<file path="config.mk">
export PLATFORM = sky130hd
export DESIGN_NAME = tl_ring_ctrl
export DESIGN_NICKNAME = d
export VERILOG_FILES = /design/src/rtl/tl_ring_pkg.sv /design/src/rtl/tl_rst_sync.sv /design/src/rtl/tl_seq_enc.sv /design/src/rtl/tl_seq_onehot.sv /design/src/rtl/tl_lamp_dec.sv /design/src/rtl/tl_ring_ctrl.sv
export SDC_FILE = /design/constraint.sdc
export NUM_CORES = 1
export LEC_CHECK = 0
export ABC_AREA = 0
export BUFFER_PORTS_ARGS = -buffer_cell sky130_fd_sc_hd__buf_4
export CAP_MARGIN = 15
export CORE_AREA = 2 2 39 41
export CTS_CLUSTER_DIAMETER = 30
export CTS_CLUSTER_SIZE = 40
export DETAILED_ROUTE_END_ITERATION = 12
export DIE_AREA = 0 0 41 43
export GPL_TIMING_DRIVEN = 1
export SYNTH_ARGS = -nofsm -noshare
export SYNTH_HDL_FRONTEND = slang
export SYNTH_SLANG_ARGS = --single-unit
</file>
<file path="constraint.sdc">
create_clock -name clk -period 1 [get_ports clk]
set_input_delay 0.05 -clock clk [delete_from_list [all_inputs] [get_ports clk]]
set_output_delay 0.05 -clock clk [all_outputs]
set_load 0.005 [all_outputs]
</file>
<file path="src/rtl/tl_ring_pkg.sv">
package tl_ring_pkg;

  localparam int NUM_PHASES = 4;
  localparam int PHASE_W    = $clog2(NUM_PHASES);

  // Ring order; the encoded build steps through these codes by increment.
  typedef enum logic [PHASE_W-1:0] {
    PH_G1R2 = 2'b00,
    PH_Y1R2 = 2'b01,
    PH_R1G2 = 2'b10,
    PH_R1Y2 = 2'b11
  } phase_e;

  typedef struct packed {
    logic red;
    logic yel;
    logic grn;
  } lamp_t;

  // Odd ring positions are yellow phases: they leave on a low level.
  function automatic logic leaves_phase(input int unsigned pos, input logic lvl);
    return (pos % 2 == 1) ? ~lvl : lvl;
  endfunction

endpackage

</file>
<file path="src/rtl/tl_rst_sync.sv">
module tl_rst_sync #(
  parameter int STAGES = 2
) (
  input  logic clk,
  input  logic rst_n,
  output logic rst_sync_n
);

  logic [STAGES-1:0] sync_q;

  always_ff @(posedge clk or negedge rst_n) begin
    if (!rst_n) begin
      sync_q <= '0;
    end else begin
      sync_q <= {sync_q[STAGES-2:0], 1'b1};
    end
  end

  assign rst_sync_n = sync_q[STAGES-1];

endmodule

</file>
<file path="src/rtl/tl_seq_enc.sv">
module tl_seq_enc
  import tl_ring_pkg::*;
(
  input  logic                  clk,
  input  logic                  rst_n,
  input  logic                  t_adv,
  output logic [NUM_PHASES-1:0] phase_oh
);

  logic [PHASE_W-1:0] cur_q;
  logic [PHASE_W-1:0] nxt;
  logic               step_en;

  // Green codes (bit 0 clear) step on a high level, yellow codes on a low level.
  always_comb begin
    step_en = cur_q[0] ? ~t_adv : t_adv;
    nxt     = cur_q + PHASE_W'(1);
  end

  always_ff @(posedge clk or negedge rst_n) begin
    if (!rst_n) begin
      cur_q <= PH_G1R2;
    end else if (step_en) begin
      cur_q <= nxt;
    end
  end

  // Decoder: one output line per code.
  for (genvar k = 0; k < NUM_PHASES; k++) begin : g_dec
    assign phase_oh[k] = (32'(cur_q) == k);
  end

endmodule

</file>
<file path="src/rtl/tl_seq_onehot.sv">
module tl_seq_onehot
  import tl_ring_pkg::*;
(
  input  logic                  clk,
  input  logic                  rst_n,
  input  logic                  t_adv,
  output logic [NUM_PHASES-1:0] phase_oh
);

  logic [NUM_PHASES-1:0] hot_q;
  logic [NUM_PHASES-1:0] leave;
  logic [NUM_PHASES-1:0] nxt_raw;
  logic [NUM_PHASES-1:0] nxt;
  logic                  upd_en;

  for (genvar i = 0; i < NUM_PHASES; i++) begin : g_ff
    localparam int PREV = (i + NUM_PHASES - 1) % NUM_PHASES;
    assign leave[i]   = hot_q[i] & leaves_phase(i, t_adv);
    assign nxt_raw[i] = (hot_q[i] & ~leave[i]) | leave[PREV];
  end

  // A corrupted token vector falls back to the first phase.
  always_comb begin
    if ($onehot(hot_q)) begin
      nxt = nxt_raw;
    end else begin
      nxt = NUM_PHASES'(1);
    end
    upd_en = (nxt != hot_q);
  end

  always_ff @(posedge clk or negedge rst_n) begin
    if (!rst_n) begin
      hot_q <= NUM_PHASES'(1);
    end else if (upd_en) begin
      hot_q <= nxt;
    end
  end

  assign phase_oh = hot_q;

endmodule

</file>
<file path="src/rtl/tl_lamp_dec.sv">
module tl_lamp_dec
  import tl_ring_pkg::*;
(
  input  logic [NUM_PHASES-1:0] phase_oh,
  output lamp_t                 road1,
  output lamp_t                 road2
);

  always_comb begin
    road1.grn = phase_oh[PH_G1R2];
    road1.yel = phase_oh[PH_Y1R2];
    road1.red = phase_oh[PH_R1G2] | phase_oh[PH_R1Y2];
    road2.grn = phase_oh[PH_R1G2];
    road2.yel = phase_oh[PH_R1Y2];
    road2.red = phase_oh[PH_G1R2] | phase_oh[PH_Y1R2];
  end

endmodule

</file>
<file path="src/rtl/tl_ring_ctrl.sv">
module tl_ring_ctrl
  import tl_ring_pkg::*;
#(
  parameter bit ONE_HOT    = 1'b0,
  parameter int RST_STAGES = 2
) (
  input  logic clk,
  input  logic rst_n,
  input  logic t_adv,
  output logic s1_red,
  output logic s1_yel,
  output logic s1_grn,
  output logic s2_red,
  output logic s2_yel,
  output logic s2_grn
);

  logic                  rst_q_n;
  logic [NUM_PHASES-1:0] phase_oh;
  lamp_t                 road1;
  lamp_t                 road2;

  tl_rst_sync #(.STAGES(RST_STAGES)) u_rst_sync (
    .clk        (clk),
    .rst_n      (rst_n),
    .rst_sync_n (rst_q_n)
  );

  if (ONE_HOT) begin : g_oh
    tl_seq_onehot u_seq (
      .clk      (clk),
      .rst_n    (rst_q_n),
      .t_adv    (t_adv),
      .phase_oh (phase_oh)
    );
  end else begin : g_enc
    tl_seq_enc u_seq (
      .clk      (clk),
      .rst_n    (rst_q_n),
      .t_adv    (t_adv),
      .phase_oh (phase_oh)
    );
  end

  tl_lamp_dec u_dec (
    .phase_oh (phase_oh),
    .road1    (road1),
    .road2    (road2)
  );

  assign s1_red = road1.red;
  assign s1_yel = road1.yel;
  assign s1_grn = road1.grn;
  assign s2_red = road2.red;
  assign s2_yel = road2.yel;
  assign s2_grn = road2.grn;

endmodule

</file>
After elaboration in Yosys (flattened, before gate mapping) --
Cells that the tools add are included.
Word-level totals: bits in registers 4, latch bits 0, RAM bits 0, ROM bits 0, output and inout port bits 6, logic and storage cells 11, memories 0
Cells by class: add/subtract/negate cells 1, multipliers 0, divide/modulo/power cells 0, order comparisons 0, equal/unequal tests 3, shift operators 0, muxes and demuxes 1, bitwise logic cells 3, reduce and logical (&&, ||, !) cells 1
Operator list (number):
- $eq 2x2->1 const B | 2
- $add 2x1->2 const B | 1
- $eq 2x1->1 const B | 1
- $logic_not 2->1 | 1
- $or 1x1->1 | 2
- $mux 1 | 1
- $not 1->1 | 1

Longest topological paths before layout --
word-level depth 2, mapped depth 3, mapped depth without buffers 3

Modules after synthesis --
A second synthesis with hierarchy kept.
Unflattened totals: cell total of the unflattened synthesis 20, area total of the unflattened synthesis 227.7 um2
By module, submodules not included:
- tl_seq_enc | instances 1, cells each 11, area an instance 131.4 um2
- tl_rst_sync | instances 1, cells each 3, area an instance 53.8 um2
- tl_lamp_dec | instances 1, cells each 6, area an instance 42.5 um2

Least setup slack after synthesis --
No wires, ideal clock.
kind reg-to-reg, start reg g_enc.u_seq.cur_q[0], end reg g_enc.u_seq.cur_q[1], arrival 0.993 ns, path slack -0.120 ns, cell stages (with the launch flop) 4, buffers on the path 0, clock period less this slack 1.120 ns, cell sequence dfrtp_1 -> inv_1 -> ha_1 -> mux2_1
Between the ends: longest elaborated chain between the ends 1, elaborated cells between the ends (all ways) 2
Ends and longest elaborated chain:
- from (decl) | line tl_seq_enc.sv:10 | logic [PHASE_W-1:0] cur_q;
- from (signal assigned) | line tl_seq_enc.sv:24 | cur_q <= nxt;
- $add 2x1->2 | line tl_seq_enc.sv:17 | nxt = cur_q + PHASE_W'(1);
- named net g_enc.u_seq.nxt[1] | line tl_seq_enc.sv:11 | logic [PHASE_W-1:0] nxt;
The timed path passes the listed nets, and every way through them passes these cells. A chain may end at the register's enable or synchronous reset.

Final worst setup path --
start reg g_enc.u_seq.cur_q[0], end out s1_red
Between the ends: longest elaborated chain between the ends 2, elaborated cells between the ends (all ways) 3
Ends and longest elaborated chain:
- $eq 2x2->1 | line tl_seq_enc.sv:30 | assign phase_oh[k] = (32'(cur_q) == k);
- $or 1x1->1 * | line tl_lamp_dec.sv:12 | road1.red = phase_oh[PH_R1G2] | phase_oh[PH_R1Y2];
- to (decl) | line tl_ring_ctrl.sv:10 | output logic s1_red,
Mark *: on every way between the ends. The rest lies on a longest branch, timed or not.

==> key figures <==
Placement
  • HPWL after DPL: ~280 um
  • Input/output buffers: 8
  • Cells after DPL: ~40
  • Placed cell area: 293 um^2
  • GPL Wtd Cong: approximately 0.57
  • Pre-CTS setup slack: -0.159 ns

Synth
  • Mux share of post-synthesis cell area: under 10%
  • Synth Area in Simple Gates: between 6 and 7%
  • Synth Area per Inst: between 10 and 15 um^2
  • Sequential fraction of the synthesis area: 50.6%
  • Synth Area in Compound Gates: 0%
  • Post-synth net total: 23
  • #FFs+latches synth: 4
  • Yosys cell types: 8
  • Yosys warns: 0
  • Adder-Cell Fraction of Synth Area: 25.3%
  • Synth Area in XOR/XNOR: between 4 and 5%
  • Netlist Area Pre-Place: roughly 200 um^2
  • Gate Count Post-Synth: 16
  • Largest family of logic cells by synthesized area: adder cells

Floorplan
  • Die H: about 43 um
  • Die Footprint: about 0.0018 mm^2
  • Starting Density: 14.3%
  • Die X: about 41 um
  • Core area: approximately 0.0014 mm^2
  • I/O pins: 9
  • Row count: 14

Min path
  • Hold Path Class: reg2async

Timing
  • Worst setup margin: -0.278 ns
  • RSZ-0062 raised after global routing: yes
  • Crit share post-route: 128%
  • Final hold slack: approximately 0.018 ns
  • Final min period: about 1.3 ns
  • Fin. Hold Viols: 0
  • # setup viols final: 7
  • Setup TNS Final: -1.16 ns
  • Fmax: 0.782 GHz
  • Clk_skew: between 0.0015 and 0.002 ns
  • Final Max Slew Viols: 0

Global routing
  • Vias in the first global route: roughly 170
  • Antenna violations before repair: 0
  • GRT Util Overall: slightly below 6%
  • Largest net degree at the start of global routing: 5
  • First-pass GRT wire length: ~630 um
  • GRT overflow: 0

Power
  • Final total power: between 0.8 and 0.9 mW
  • P_sw: about 0.25 mW
  • Sw Share: 28.6%
  • Cell-internal power: 0.625 mW
  • Worst VDD drop: around 0.79 mV
  • Sequential Power Share: 28.1%
  • Clock power frac: 22.3%
  • Power Dens Cells: between 2000 and 2500 mW/mm^2
  • Comb power frac: 49.6%
  • Leakage: approximately 0.19 nW

Routing
  • Vias: 157
  • Iteration-0 DRC count of the detailed router: 0
  • Detail Route Antenna Nets: 0
  • DR WL/cell: about 8.6 um
  • Vias/cell: around 3.3
  • DRC: 0
  • DRT Pass-1 Iters: 1
  • DRT Wirelength: ~400 um

Clock tree
  • Clock Tree Buf Depth: 2
  • Root Driver: clkbuf_4
  • Total CTS buffers: 3
  • CTS Sinks: 4
  • Worst skew pair latency: about 0.23 ns
  • CTS H-tree depth: 1
  • CTS tree: built
  • Clock transition at path regs: approximately 0.04 ns

Layout
  • Most frequent cells in the layout: buf_4, ha_4, clkbuf_4, buf_6
  • Diodes inserted: 0
  • Finished Layout Cells: 47
  • Util after Layout: between 20 and 30%
  • Share of cells above drive strength 1: 83.9%
  • Fillers: 150
  • Commonest non-fill, non-tap cell in the layout: buf_4
  • Final design area excluding fillers: a little over 400 um^2
  • Area delta synth->final: 108%
  • Number of nets in the layout: 40

Critical path
  • Worst-path cell chain: ha_2 > or2_4 > buf_6
  • Worst-path fanout max: 4
  • R2R depth: 3
  • R2R Path Start: g_enc.u_seq.cur_q[0]
  • R2r endpoint: g_enc.u_seq.cur_q[1]
  • WP buf/inv: 1
  • Worst R2R Setup Slack: -0.15 ns
  • Worst path slowest cell: dfrtp_2
  • Slowest stage delay, CP: roughly 0.44 ns
  • Arrival time worst endpoint: between 1 and 1.5 ns
  • Setup crit start kind: flip-flop
  • Setup CP Type: reg2out
  • CP required: approximately 0.95 ns
  • Worst Setup End Kind: output port
  • Cell family with most CP delay: flip-flops

Run status
  • Status: finished with violations
  • Failing checks: setup timing

Flow run
  • Number of max-cap violations: 0
==> worst max path at each step <==
stage,startpoint,cells past startpoint,endpoint,slack [ns]
2_1_floorplan,g_enc.u_seq.cur_q[0],3,g_enc.u_seq.cur_q[1],-0.07
3_3_place_gp,g_enc.u_seq.cur_q[0],4,s2_red,-0.14
3_5_place_dp,g_enc.u_seq.cur_q[0],4,s2_red,-0.16
4_1_cts,g_enc.u_seq.cur_q[1],4,s2_red,-0.29
5_1_grt,g_enc.u_seq.cur_q[0],4,s2_red,-0.32
6_report,g_enc.u_seq.cur_q[0],3,s1_red,-0.28
==> logic make-up (layout without fill, tap and decap cells) <==
kind of cell	count (synthesis)	after routing
adders and majority gates	4	4
muxes	1	1
xor gates and xnor gates	1	1
other	1	1
buffers and inverters	3	18
and+or+nand+nor	2	2
DFF	4	4
==> area by class of cell <==
cell class | count | area [um^2] | share of cell area, %
Multi-Input combinational cell | 9 | 143 | 34.7
Clock buffer | 3 | 22.5 | 5.47
Tap cell | 16 | 20.0 | 4.86
Sequential cell | 4 | 103 | 24.9
Timing Repair Buffer | 13 | 114 | 27.7
Inverter | 2 | 10.0 | 2.43
==> synthesized netlist by cell type <==
cell | instances | area [um^2]
dfrtp_1 | 4 | 100
ha_1 | 4 | 50.1
inv_1 | 2 | 7.51
or2_2 | 2 | 12.5
clkbuf_1 | 1 | 3.75
conb_1 | 1 | 3.75
mux2_1 | 1 | 11.3
xor2_1 | 1 | 8.76
==> power by group through the flow <==
| stage | sequential [mW] | clock, mW | combinational, mW |
|---|---|---|---|
| after floorplan | 0.213 | 0 | 0.141 |
| after global placement | 0.217 | 0 | 0.303 |
| after detailed placement | 0.218 | 0 | 0.313 |
| after CTS | 0.247 | 0.212 | 0.442 |
| after global routing | 0.252 | 0.217 | 0.485 |
| final | 0.246 | 0.195 | 0.435 |
==> per-layer routing <==
metal / global-route usage, % / vias to the layer above / routed length [um]
li1: - / 77 / -
met1: 5.25 / 71 / 154
met2: 8.75 / 9 / 218
met3: 4.71 / 0 / 31
met4: 4.00 / 0 / 0
met5: 0 / - / 0
==> timing repair <==
item | in CTS | in global routing
endpoints found under the hold margin | 3 | 0
buffers inserted | 1 | 0
pin swaps | 4 | 1
hold buffers | 2 | 0
setup endpoints to repair | 7 | 7
resized for setup | 18 | 0
==> registers in the layout (all words and copies together) (netlist names) <==
| name | count |
|---|---|
| u_rst_sync.sync_q | 2 |
| g_enc.u_seq.cur_q | 2 |
(Power assumes the default switching activity.)
